[src/rtl/xcrw_pkg.sv]
package xcrw_pkg;
  typedef enum logic [1:0] {
    VERDICT_OK = 2'd0,
    VERDICT_UD = 2'd1,
    VERDICT_GP = 2'd2
  } verdict_e;
endpackage

[src/rtl/xcrw_mode_gate.sv]
module xcrw_mode_gate #(
  parameter int CPL_W = 2
) (
  input  logic [CPL_W-1:0] cpl,
  input  logic             real_mode,
  input  logic             v86_mode,
  input  logic             feat_supported,
  input  logic             os_enable,
  input  logic             lock_prefix,
  output logic             ud_hit,
  output logic             gp_mode_hit
);
  // Opcode-level rejection: feature absent, not enabled, or locked form.
  always_comb begin
    ud_hit = !feat_supported || !os_enable || lock_prefix;
  end

  // Mode-level protection: v86 always refused; otherwise ring 0 or real mode.
  always_comb begin
    gp_mode_hit = v86_mode || ((cpl != '0) && !real_mode);
  end
endmodule

[src/rtl/xcrw_value_gate.sv]
module xcrw_value_gate #(
  parameter int                 IDX_W      = 32,
  parameter int                 XCR_W      = 64,
  parameter logic [XCR_W-1:0]   IMPL_MASK  = 64'h7,
  parameter logic [IDX_W-1:0]   IMPL_INDEX = '0
) (
  input  logic [IDX_W-1:0] index,
  input  logic [XCR_W-1:0] value,
  output logic             gp_value_hit
);
  logic bad_index;
  logic bad_base;
  logic bad_pair;
  logic bad_reserved;

  always_comb begin
    bad_index    = (index != IMPL_INDEX);
    bad_base     = !value[0];
    bad_pair     = value[2] && !value[1];
    bad_reserved = |(value & ~IMPL_MASK);
    gp_value_hit = bad_index || bad_base || bad_pair || bad_reserved;
  end
endmodule

[src/rtl/xcr_write_guard.sv]
module xcr_write_guard
  import xcrw_pkg::*;
#(
  parameter int                      SRC_W     = 64,
  parameter int                      IDX_W     = 32,
  parameter int                      HALF_W    = 32,
  parameter int                      CPL_W     = 2,
  parameter logic [2*HALF_W-1:0]     IMPL_MASK = 64'h7,
  parameter logic [2*HALF_W-1:0]     RESET_VAL = 64'h1
) (
  input  logic                clk,
  input  logic                rst,
  input  logic                req_valid,
  input  logic [SRC_W-1:0]    req_index,
  input  logic [SRC_W-1:0]    req_hi,
  input  logic [SRC_W-1:0]    req_lo,
  input  logic [CPL_W-1:0]    cpl,
  input  logic                real_mode,
  input  logic                v86_mode,
  input  logic                feat_supported,
  input  logic                os_enable,
  input  logic                lock_prefix,
  output logic [2*HALF_W-1:0] xcr_value,
  output logic                done,
  output logic                fault_ud,
  output logic                fault_gp
);
  localparam int XCR_W = 2 * HALF_W;

  logic [IDX_W-1:0] idx_used;
  logic [XCR_W-1:0] new_value;
  logic             ud_hit;
  logic             gp_mode_hit;
  logic             gp_value_hit;
  verdict_e         verdict;

  // Upper source bits are dropped here.
  always_comb begin
    idx_used  = req_index[IDX_W-1:0];
    new_value = {req_hi[HALF_W-1:0], req_lo[HALF_W-1:0]};
  end

  xcrw_mode_gate #(.CPL_W(CPL_W)) u_mode (
    .cpl            (cpl),
    .real_mode      (real_mode),
    .v86_mode       (v86_mode),
    .feat_supported (feat_supported),
    .os_enable      (os_enable),
    .lock_prefix    (lock_prefix),
    .ud_hit         (ud_hit),
    .gp_mode_hit    (gp_mode_hit)
  );

  xcrw_value_gate #(
    .IDX_W     (IDX_W),
    .XCR_W     (XCR_W),
    .IMPL_MASK (IMPL_MASK)
  ) u_value (
    .index        (idx_used),
    .value        (new_value),
    .gp_value_hit (gp_value_hit)
  );

  // Priority: opcode rejection first, then any protection rule.
  always_comb begin
    if (ud_hit)                          verdict = VERDICT_UD;
    else if (gp_mode_hit || gp_value_hit) verdict = VERDICT_GP;
    else                                 verdict = VERDICT_OK;
  end

  always_ff @(posedge clk) begin
    if (rst) begin
      xcr_value <= RESET_VAL;
      done      <= 1'b0;
      fault_ud  <= 1'b0;
      fault_gp  <= 1'b0;
    end else begin
      done     <= req_valid;
      fault_ud <= req_valid && (verdict == VERDICT_UD);
      fault_gp <= req_valid && (verdict == VERDICT_GP);
      if (req_valid && (verdict == VERDICT_OK)) xcr_value <= new_value;
    end
  end

  assert_single_fault_R10: assert property (@(posedge clk) disable iff (rst)
    $onehot0({fault_ud, fault_gp}) && ((fault_ud || fault_gp) -> done));

  assert_hold_on_fault_R10: assert property (@(posedge clk) disable iff (rst)
    (fault_ud || fault_gp) |-> $stable(xcr_value));

  assert_ud_wins_R3: assert property (@(posedge clk) disable iff (rst)
    (req_valid && (!feat_supported || !os_enable || lock_prefix)) |=> (fault_ud && !fault_gp));

  assert_v86_rejected_R4: assert property (@(posedge clk) disable iff (rst)
    (req_valid && v86_mode && feat_supported && os_enable && !lock_prefix) |=> fault_gp);

  assert_base_bit_R7: assert property (@(posedge clk) disable iff (rst)
    xcr_value[0]);

  assert_no_bad_pair_R8: assert property (@(posedge clk) disable iff (rst)
    xcr_value[2:1] != 2'b10);

  assert_reserved_clear_R9: assert property (@(posedge clk) disable iff (rst)
    (xcr_value & ~IMPL_MASK) == '0);

  assert_quiet_idle_R11: assert property (@(posedge clk) disable iff (rst)
    !req_valid |=> (!done && !fault_ud && !fault_gp));
endmodule

[config.mk]
export PLATFORM = sky130hd
export DESIGN_NAME = xcr_write_guard
export DESIGN_NICKNAME = d
export VERILOG_FILES = /design/src/rtl/xcrw_pkg.sv /design/src/rtl/xcrw_mode_gate.sv /design/src/rtl/xcrw_value_gate.sv /design/src/rtl/xcr_write_guard.sv
export SDC_FILE = /design/constraint.sdc
export NUM_CORES = 1
export LEC_CHECK = 0
export ABC_AREA = 1
export BUFFER_PORTS_ARGS = -buffer_cell sky130_fd_sc_hd__buf_2
export CAP_MARGIN = 20
export CORE_AREA = 2 2 104 106
export DETAILED_ROUTE_END_ITERATION = 12
export DIE_AREA = 0 0 106 108
export GPL_ROUTABILITY_DRIVEN = 0
export GPL_TIMING_DRIVEN = 0
export PLACE_DENSITY = 0.59
export RECOVER_POWER = 50
export SYNTH_ARGS = -nofsm -noshare
export SYNTH_HDL_FRONTEND = slang
export SYNTH_SLANG_ARGS = --single-unit
[constraint.sdc]
create_clock -name clk -period 2.85 [get_ports clk]
set_input_delay 0.285 -clock clk [delete_from_list [all_inputs] [get_ports clk]]
set_output_delay 0.285 -clock clk [all_outputs]
set_load 0.05 [all_outputs]
Word-level counts from Yosys, hierarchy flattened
Cells that the tools add are included.

storage, ports and cells
  bits in registers = 67
  bits of input ports = 202
  output and inout port bits = 67
  logic and storage cells = 29

cells by class
  equality and inequality tests = 2
  muxes and demuxes = 2
  reductions and logical operators = 21

operators with widths
  cell                                                             count
  61-bit OR reduction                                              1
  32-bit nonzero test                                              1
  1-bit logical OR                                                 7
  1-bit logical AND                                                5
  1-bit logical NOT                                                5
  2-bit 2-to-1 mux                                                 2
  2-bit by 1-bit == test with 1-bit output, second input constant  1
  2-bit == test, second input constant                             1
  2-bit logical NOT                                                1
  2-bit nonzero test                                               1

Logic depth before layout (Yosys ltp)
Gate-level depths: netlist (run 1).

  depth in word-level cells = 9
  mapped depth = 12
  mapped depth without buffers = 11

Modules after synthesis
Synthesis (run 1) repeated with hierarchy kept, for this count alone.

unflattened totals
  cell total of the unflattened synthesis = 527
  area, all modules = 3520.9 µm²

modules (own cells, without submodules)
  module           times used  cells each  area an instance (µm²)
  xcr_write_guard  1           428         3140.5
  xcrw_value_gate  1           94          356.6
  xcrw_mode_gate   1           5           23.8

Worst setup path before layout (run 1)
OpenSTA, ideal clock, no wires.

  path type = input -> register
  start point = in req_hi[26]
  end point = reg xcr_value[30]
  library setup time = 0.111 ns
  arrival time = 1.239 ns
  data required time = 2.739 ns
  setup slack = 1.499 ns
  stages on the path = 11
  path buffers = 1
  path through = nor2_1 > nand2_1 > nor2_1 > nand2_1 > nor2_1 > nand2_1 > nor2_4 > nand2_4 > buf_6 > nand3_2 > inv_1

on the way
  longest elaborated chain between the ends = 7

ends and longest elaborated chain
  what                  line                   source
  start, declared       xcr_write_guard.sv:15  input logic [SRC_W-1:0] req_hi,
  61-bit OR reduction   xcrw_value_gate.sv:20  bad_reserved = |(value & ~IMPL_MASK);
  1-bit logical OR      xcrw_value_gate.sv:21  gp_value_hit = bad_index || bad_base || bad_pair || bad_reserved;
  1-bit logical OR      xcr_write_guard.sv:67  else if (gp_mode_hit || gp_value_hit) verdict = VERDICT_GP;
  2-bit 2-to-1 mux      xcr_write_guard.sv:67
  2-bit 2-to-1 mux      xcr_write_guard.sv:66  if (ud_hit) verdict = VERDICT_UD;
  2-bit logical NOT     xcr_write_guard.sv:81  if (req_valid && (verdict == VERDICT_OK)) xcr_value <= new_value;
  1-bit logical AND     xcr_write_guard.sv:81
  end signal, assigned  xcr_write_guard.sv:81
  end, declared         xcr_write_guard.sv:23  output logic [2*HALF_W-1:0] xcr_value,

Every way passes these cells.
A chain may end at the register's enable or synchronous reset.

Worst setup path after layout (run 1)
  start point = in req_index[20]
  end point = reg xcr_value[34]

on the way
  longest elaborated chain between the ends = 9

ends and longest elaborated chain
  what                            line                   source
  start, declared                 xcr_write_guard.sv:14  input logic [SRC_W-1:0] req_index,
  32-bit nonzero test             xcrw_value_gate.sv:17  bad_index = (index != IMPL_INDEX);
  1-bit logical OR (3 in series)  xcrw_value_gate.sv:21
  1-bit logical OR                xcr_write_guard.sv:67
  2-bit 2-to-1 mux                xcr_write_guard.sv:67
  2-bit 2-to-1 mux                xcr_write_guard.sv:66
  2-bit logical NOT               xcr_write_guard.sv:81
  1-bit logical AND               xcr_write_guard.sv:81

Every way passes these cells.

==> results of run 1 <==
[power groups by stage]
stage / Sequential, mW / Combinational (mW) / Clock (mW)
after global placement: 0.959 / 0.136 / 0
after detailed placement: 0.959 / 0.138 / 0
after floorplan: 0.966 / 0.0471 / 0
final: 0.938 / 0.134 / 0.852
after CTS: 0.938 / 0.138 / 0.886
after global routing: 0.937 / 0.153 / 0.915
[flip-flops by register name, summed over array words and instances (netlist names)]
name and count:
done 1, fault_gp 1, fault_ud 1, xcr_value 64
[worst min-delay path by stage]
| stage | endpoint | depth (start not counted) | slack (ns) | from |
|---|---|---|---|---|
| after floorplan | fault_ud | 1 | 0.36 | rst |
| after global placement | xcr_value[56] | 2 | 0.43 | xcr_value[56] |
| after detailed placement | xcr_value[45] | 2 | 0.43 | xcr_value[45] |
| after CTS | fault_ud | 2 | 0.14 | rst |
| after global routing | done | 2 | 0.15 | rst |
| final | fault_ud | 2 | 0.16 | rst |
[cell usage in the layout (no fill, tap or decap), drive strengths merged, types with 3 or more instances in the layout]
master  netlist  routed
nor2         70      70
nand3        63      63
nand2        30      30
buf          12     120
inv          67      67
clkbuf        0      74
nand4         3       3
dfxtp        67      67
[kinds of logic after synthesis]
| logic type | count (synthesis) | synth area share [%] |
|---|---|---|
| AND/OR/NAND/NOR | 169 | 35.7 |
| buffers and inverters | 79 | 13.9 |
| flip-flops | 67 | 50.0 |
| AO/OA/AOI/OAI | 2 | 0.373 |
[final cells by class]
class                   instances  area share, %
flip-flops and latches         67           34.9
multi-input cells             171           25.0
repair buffers                172           20.3
inverters                      67           6.55
well taps                     136           4.43
clock buffers                  10           3.58
plain buffers                  12           3.16
clock inverters                 5           2.02
[routing by layer]
| metal | share of wire (%) | wire [um] | up-vias | track usage [%] |
|---|---|---|---|---|
| met4 | 2.0 | 133 | 0 | 4.89 |
| met5 | 0 | 0 | - | 0 |
| met1 | 44 | 2990 | 1085 | 14.8 |
| met3 | 8.7 | 593 | 14 | 5.06 |
| met2 | 45 | 3080 | 117 | 19.6 |
| li1 | - | - | 1323 | - |
[stage by stage]
step / area [um^2] / worst slack (ns) / instances / util [%] / hold slack, ns
after global routing: 3840 / 0.892 / 640 / 37.5 / 0.153
after global placement: 3710 / 1.11 / 625 / 36.3 / 0.429
after CTS: 3930 / 1.45 / 640 / 38.4 / 0.137
after floorplan: 2680 / 1.50 / 317 / - / 0.362
final: 3840 / 1.19 / 640 / 37.5 / 0.164
after detailed placement: 3710 / 1.09 / 625 / 36.3 / 0.435
==> results_dict.tcl, run 1 <==
set metrics [dict create \
    cp_top_family "simple AND/OR/NAND/NOR gates" \
    critPathCaptureType "register" \
    cts_buffers 9 \
    hold_buffers 0 \
    antenna_found_initial 0 \
    min_path_type "in -> reg" \
    drt_wl_total_um 6790 \
    cp_cell_sequence "buf_2, nor2_1, nand2_1, nor2_1, nand2_1, nor2_1, nand2_1, nor2_1, nand2_4, buf_6, nand3_2, inv_1" \
    initial_core_util_pct 26.2 \
    final_antenna_net_count 0 \
    htreeDepth 3 \
    power.leakage_nw 2.07 \
    clk_pin_slew_ns 0.07 \
    io_buffers 172 \
    internal-power_mw 1.51 \
    max_stage_delay_ns 0.42 \
    finalHoldViolCount 0 \
    crit_top_cell "nor2_1" \
    status "finished, final reports clean" \
    rsz0062_at_grt "no" \
    ff2ff_path_depth 1 \
    num_vias 2539 \
    slew_headroom_pct 58.0 \
    ys_seq_area_share_pct 50.0 \
    finalSetupViolCount 0 \
    seq_power_share_pct 48.7 \
    power_mw 1.92 \
    synth_common_cells "69 x nor2_1, 67 x dfxtp_1, 66 x inv_1, 40 x nand3_2, 29 x nand2_1" \
    reg2reg_to "xcr_value[0]" \
    synth_nets 519 \
    cp.buffers_inverters 3 \
    cts-root-buf "clkbuf_8" \
    post_cts_resized 0 \
    clk_latency_ns 0.32 \
    worstReg2RegStart "xcr_value[0]" \
    cp.required_ns 3.07 \
    cap_violations 0 \
    via_per_inst 3.97 \
    multi_input_area_um2 960 \
    tritoncts "done" \
    tns_ns 0 \
    switching_share_pct 21.3 \
    cp-start-kind "primary input" \
    maxSlewViolCount 0 \
    netlist_instances 317 \
    yosysTopAreaCellShare_pct 50.0 \
    switching_power_uw 409 \
    crit_start "req_index[20]" \
    synth_edf_count 0 \
    seqCellArea_mm2 0.00134 \
    core_mm2 0.0102 \
    ys.warnings.count 0 \
    syn_area_mm2 0.00268 \
    ys.flop_type "dfxtp_1" \
    grt_first_pass_wirelength_um 11100 \
    fillers 1127 \
    crit_path_top_delay_cell "nor2_1" \
    crit_path_end "xcr_value[34]" \
    period_share_pct 58.1 \
    grt-ovfl-total 0 \
    yosysMostFrequentCell "nor2_1" \
    drc 0 \
    area_growth_pct 43.2 \
    dp_hpwl_um 5550 \
    dieHeight_um 108 \
    cp_max_fo 10 \
    dr.pass1.iters 4 \
    ir_drop_mv 0.388 \
    yosys_register_bits 67 \
    r2r_setup_slack_ns 2.24 \
    cts_buffer_depth 2 \
    max_freq_mhz 604 \
    cp.depth 12 \
    drive_above_1_share_pct 35.3 \
    post_cts_buffers 0 \
    yosys.area.top_type "dfxtp_1" \
    clkPwrFrac_pct 44.3 \
    path_class "in -> reg" \
    io_pins 269 \
    tightest_slew_ns 0.632 \
    grt_pass1_vias 2427 \
    antenna_cells 0 \
    power_density_mw_per_mm2 501 \
    grtUsageTotal_pct 12.3 \
    grt_max_degree 12 \
    drtIter0Drc 75 \
    cp_data_arrival_time_ns 1.88 \
    post_drt_wl_per_cell_um 10.6 \
    placementRows 37 \
    period_minus_slack_ns 1.66 \
    syn_avg_cell_area_um2 8.46 \
    clock_sinks 67 \
    synth_cell_type_count 17 \
    clock_skew_ns 0 \
    synth.area.top_cells "dfxtp_1 50%, nand3_2 15%, nor2_1 9.7%" \
    die_w_um 106 \
    fin_nets 702 \
    synth-async-reset-ratio_pct 0 \
    die_area_mm2 0.0114 \
    combPwrFrac_pct 7.0 \
]
No activity file was read; power rests on OpenSTA's default activity.
==> inputs of run 2 (changes only) <==
--- a/config.mk
+++ b/config.mk
@@ -13,7 +13,7 @@
 export DIE_AREA = 0 0 106 108
 export GPL_ROUTABILITY_DRIVEN = 0
 export GPL_TIMING_DRIVEN = 0
-export PLACE_DENSITY = 0.59
+export PLACE_DENSITY = 0.61
 export RECOVER_POWER = 50
 export SYNTH_ARGS = -nofsm -noshare
 export SYNTH_HDL_FRONTEND = slang
==> constraint.sdc (replaced) <==
create_clock -name clk -period 1.5 [get_ports clk]
set_input_delay 0.15 -clock clk [delete_from_list [all_inputs] [get_ports clk]]
set_output_delay 0.15 -clock clk [all_outputs]
set_load 0.05 [all_outputs]
==> run 2 against run 1 <==
Against the previous run: critical path type unchanged; routed wire length rose by 0.97%; critical path depth fell by 6; count of clock-buffer cells in the layout rose by 1; largest cell class unchanged; final area rose by 0.55%; sequential power rose by 90%.
==> results_dict.tcl, run 2 (synthesis results as in run 1) <==
set metrics [dict create \
    tritoncts "done" \
    cp_max_fo 10 \
    io_buffers 172 \
    worstReg2RegStart "xcr_value[0]" \
    initial_core_util_pct 26.2 \
    ff2ff_path_depth 1 \
    die_area_mm2 0.0114 \
    drc 0 \
    dieHeight_um 108 \
    critPathCaptureType "register" \
    antenna_cells 0 \
    cp-start-kind "primary input" \
    cp.depth 6 \
    fillers 1117 \
    largest_reg_flops 64 \
    fin_nets 703 \
    io_pins 269 \
    regMostFlops "xcr_value" \
    crit_path_top_delay_cell "dlygate4sd3_1" \
    maxSlewViolCount 0 \
    rsz0062_at_grt "no" \
    power.leakage_nw 2.08 \
    via_per_inst 3.97 \
    finalHoldViolCount 0 \
    cp_cell_sequence "dlygate4sd3_1, clkbuf_1, inv_2, buf_1, nand3_1, inv_1" \
    clk_latency_ns 0.34 \
    path_class "in -> reg" \
    clock_skew_ns 0 \
    cp.required_ns 1.79 \
    num_vias 2550 \
    clk_pin_slew_ns 0.07 \
    dp_hpwl_um 5390 \
    grt-ovfl-total 0 \
    cts_buffer_depth 2 \
    max_freq_mhz 727 \
    cts_buffers 9 \
    reg2reg_to "xcr_value[0]" \
    max_stage_delay_ns 0.54 \
    final_antenna_net_count 0 \
    period_minus_slack_ns 1.37 \
    r2r_setup_slack_ns 0.90 \
    placedCellCount 625 \
    htreeDepth 3 \
    antenna_found_initial 0 \
    final_cell_mix "110 x buf_2, 69 x nor2_1, 67 x dfxtp_1, 66 x inv_1, 59 x clkbuf_1" \
    dr.pass1.iters 4 \
    grt_max_degree 13 \
    period_share_pct 91.7 \
    placementRows 37 \
    cp_data_arrival_time_ns 1.66 \
    power_density_mw_per_mm2 934 \
    area_growth_pct 44.0 \
    crit_start "rst" \
    drt_wl_total_um 6860 \
    tightest_slew_ns 0.649 \
    drtIter0Drc 73 \
    die_w_um 106 \
    post_cts_resized 0 \
    final_common_cell "buf_2" \
    status "finished, final reports clean" \
    cp.buffers_inverters 5 \
    grt_pass1_vias 2580 \
    finalSetupViolCount 0 \
    slew_headroom_pct 56.9 \
    power_mw 3.61 \
    cap_violations 0 \
    post_drt_wl_per_cell_um 10.7 \
    min_path_type "in -> reg" \
    ir_drop_mv 0.403 \
    grtUsageTotal_pct 12.6 \
    core_mm2 0.0102 \
    clock_sinks 67 \
    crit_path_end "xcr_value[9]" \
    cp_top_family "buffers and inverters" \
    cts-root-buf "clkbuf_8" \
    grt_first_pass_wirelength_um 11500 \
    whs_ns 0.126 \
    finalNonFillerCells 642 \
    drive_above_1_share_pct 36.6 \
]
[run 2: cell count changes in the layout (fill, tap and decap cells not counted), sizes merged]
cell and change:
clkinv -1, bufinv -1, clkinvlp +2, buf +1, dlygate4sd3 +1
[run 2: metrics by stage]
stage / instance area [um^2] / utilization, % / setup TNS [ns] / setup slack (ns)
floorplan: 2680 / - / 0 / 0.284
global route: 3860 / 37.7 / 0 / 0.0368
detailed placement: 3710 / 36.3 / -10.18 / -0.186
CTS: 3940 / 38.5 / 0 / 0.161
global placement: 3710 / 36.3 / -7.22 / -0.125
finish: 3860 / 37.7 / 0 / 0.125
[run 2: metal layers]
metal	up-vias	GRT usage, %	part of all wire (%)
met5	-	0	0
met4	0	4.70	1.7
met3	12	5.30	9.0
met2	110	20.2	43
met1	1102	15.2	46
li1	1326	-	-
[run 2: what timing repair did]
item                      in CTS  in global routing
buffers inserted               0                  0
hold buffers                   1                  0
hold endpoints to repair       1                  0
[run 2: worst min path at each step]
stage	startpoint	to	slack [ns]	depth (start not counted)
2_1_floorplan	rst	fault_ud	0.23	1
3_3_place_gp	rst	fault_ud	0.36	2
3_5_place_dp	rst	fault_ud	0.36	2
4_1_cts	lock_prefix	fault_gp	0.11	4
5_1_grt	lock_prefix	fault_gp	0.13	4
6_report	lock_prefix	fault_gp	0.13	4
[run 2: tightest hold or removal path: stages]
cell and delay, ns:
buf_2 0.11, nor2_1 0.06, nand2_1 0.06, nor2_1 0.04
[run 2: report_power, final]
group          internal (mW)  switching (mW)
Sequential              1.78        0.000733
Combinational          0.133           0.128
Clock                  0.860           0.704
Total                   2.77           0.832
[run 2: final cells by class]
class	instances	area, um^2	area share, %
multi-input cells	171	967	25.0
flip-flops and latches	67	1340	34.7
clock inverters	5	61.3	1.59
plain buffers	12	121	3.14
clock buffers	11	151	3.92
repair buffers	173	797	20.6
inverters	67	251	6.51
well taps	136	170	4.41
==> inputs of run 3 (changes only) <==
--- a/config.mk
+++ b/config.mk
@@ -13,7 +13,7 @@
 export DIE_AREA = 0 0 106 108
 export GPL_ROUTABILITY_DRIVEN = 0
 export GPL_TIMING_DRIVEN = 0
-export PLACE_DENSITY = 0.61
+export PLACE_DENSITY = 0.59
 export RECOVER_POWER = 50
 export SYNTH_ARGS = -nofsm -noshare
 export SYNTH_HDL_FRONTEND = slang
==> constraint.sdc (replaced) <==
create_clock -name clk -period 1.4 [get_ports clk]
set_input_delay 0.14 -clock clk [delete_from_list [all_inputs] [get_ports clk]]
set_output_delay 0.14 -clock clk [all_outputs]
set_load 0.05 [all_outputs]
==> run 3 against run 2 <==
Against the previous run: flip-flop and latch count is the same; clock power is 11% higher; via count increased by 0.39%; hold slack got worse by 0.0057 ns; largest cell class unchanged; non-clock buffer count increased by 2; largest power group unchanged; setup slack better by 0.013 ns.
==> results_dict.tcl, run 3 (synthesis results as in run 1) <==
set metrics [dict create \
    status "finished, final reports clean" \
    cts-root-buf "clkbuf_8" \
    io_buffers 172 \
    initial_core_util_pct 26.2 \
    tritoncts "done" \
    grt-ovfl-total 0 \
    cts_buffer_depth 2 \
    crit_start "xcr_value[5]" \
    min_path_type "in -> reg" \
    post_drt_wl_per_cell_um 10.5 \
    period_share_pct 90.1 \
    via_per_inst 3.98 \
    crit_path_top_delay_cell "clkbuf_1" \
    cp_top_family "buffers and inverters" \
    htreeDepth 3 \
    cp_max_fo 2 \
    worstReg2RegStart "xcr_value[0]" \
    placementRows 37 \
    cp-start-kind "register" \
    cap_violations 0 \
    path_class "reg -> out" \
    critPathCaptureType "output pin" \
    area_growth_pct 47.4 \
    clk_latency_ns 0.32 \
    rsz0062_at_grt "no" \
    dr.pass1.iters 4 \
    finalSetupViolCount 0 \
    multi_input_area_um2 970 \
    period_minus_slack_ns 1.26 \
    largest_reg_flops 64 \
    seqCellArea_mm2 0.00134 \
    maxSlewViolCount 0 \
    cts_buffers 9 \
    core_mm2 0.0102 \
    slew_headroom_pct 60.9 \
    antenna_found_initial 0 \
    power.leakage_nw 2.30 \
    num_vias 2560 \
    clock_sinks 67 \
    cp.required_ns 1.26 \
    io_pins 269 \
    drt_wl_total_um 6770 \
    dieHeight_um 108 \
    max_stage_delay_ns 0.47 \
    tightest_slew_ns 0.588 \
    final_cell_mix "108 x buf_2, 68 x nor2_1, 67 x dfxtp_1, 66 x inv_1, 63 x clkbuf_2" \
    clock_skew_ns 0 \
    hold_start "lock_prefix" \
    fillers 1080 \
    placed_cell_area_mm2 0.00371 \
    die_w_um 106 \
    grt_first_pass_wirelength_um 11100 \
    grt_pass1_vias 2429 \
    power_mw 3.92 \
    die_area_mm2 0.0114 \
    fin_nets 705 \
    regMostFlops "xcr_value" \
    final_antenna_net_count 0 \
    tns_ns 0 \
    cp.buffers_inverters 1 \
    max_freq_mhz 792 \
    drive_above_1_share_pct 48.1 \
    cp_cell_sequence "clkbuf_1" \
    power_density_mw_per_mm2 992 \
    drc 0 \
    grt_max_degree 12 \
    cp_data_arrival_time_ns 1.12 \
    finalHoldViolCount 0 \
    ir_drop_mv 0.793 \
    clk_pin_slew_ns 0.07 \
    dp_hpwl_um 5550 \
    antenna_cells 0 \
    fin_area_mm2 0.00395 \
    final_common_cell "buf_2" \
    grtUsageTotal_pct 12.3 \
    drtIter0Drc 83 \
]
## run 3: changes by cell type in the layout (fill, tap and decap cells not counted), moves of 2 or more
cell | previous run | this run
buf_4 | 0 | 2
clkbuf_2 | 4 | 63
buf_2 | 110 | 108
clkinvlp_4 | 3 | 1
clkbuf_1 | 59 | 3
clkinv_2 | 0 | 2
## run 3: through the flow
| step | hold slack (ns) | std cells | setup slack (ns) | util [%] |
|---|---|---|---|---|
| 2_1_floorplan | 0.217 | 317 | 0.194 | - |
| 3_3_place_gp | 0.355 | 625 | -0.196 | 36.3 |
| 3_5_place_dp | 0.361 | 625 | -0.217 | 36.3 |
| 4_1_cts | 0.0974 | 641 | 0.0748 | 38.5 |
| 5_1_grt | 0.137 | 643 | 0.0246 | 38.6 |
| 6_report | 0.120 | 643 | 0.138 | 38.6 |
## run 3: worst paths after layout
check / cells after the start / slack (ns) / endpoint
min: 4 / 0.12 / fault_gp
min reg2reg: 2 / 0.44 / xcr_value[11]
max reg2reg: 1 / 0.79 / xcr_value[0]
max: 1 / 0.14 / xcr_value[5]
## run 3: layout make-up
| type | instances | share of cell area, % |
|---|---|---|
| flip-flops and latches | 67 | 33.9 |
| multi-input cells | 171 | 24.5 |
| repair buffers | 175 | 22.3 |
| inverters | 67 | 6.36 |
| well taps | 136 | 4.31 |
| clock buffers | 10 | 3.48 |
| plain buffers | 12 | 3.10 |
| clock inverters | 5 | 1.96 |
## run 3: per-layer routing
| layer | GRT usage (%) | up-vias | wire, um |
|---|---|---|---|
| met2 | 19.7 | 119 | 3050 |
| met4 | 4.89 | 0 | 133 |
| met1 | 14.8 | 1097 | 2990 |
| li1 | - | 1330 | - |
| met5 | 0 | - | 0 |
| met3 | 5.06 | 14 | 596 |
## run 3: repair_timing
| item | in CTS | in global routing |
|---|---|---|
| hold endpoints to repair | 2 | 0 |
| hold buffers | 1 | 0 |
| resized for setup | 0 | 2 |
| endpoints found under the setup margin | 0 | 59 |
| buffers inserted | 0 | 2 |
## run 3: power by group
part | switching, mW | leakage, nW | internal [mW] | total, mW
Clock | 0.698 | 0.108 | 1.04 | 1.73
Sequential | 0.000944 | 0.540 | 1.91 | 1.91
Combinational | 0.134 | 1.65 | 0.143 | 0.277
Total | 0.834 | 2.30 | 3.09 | 3.92
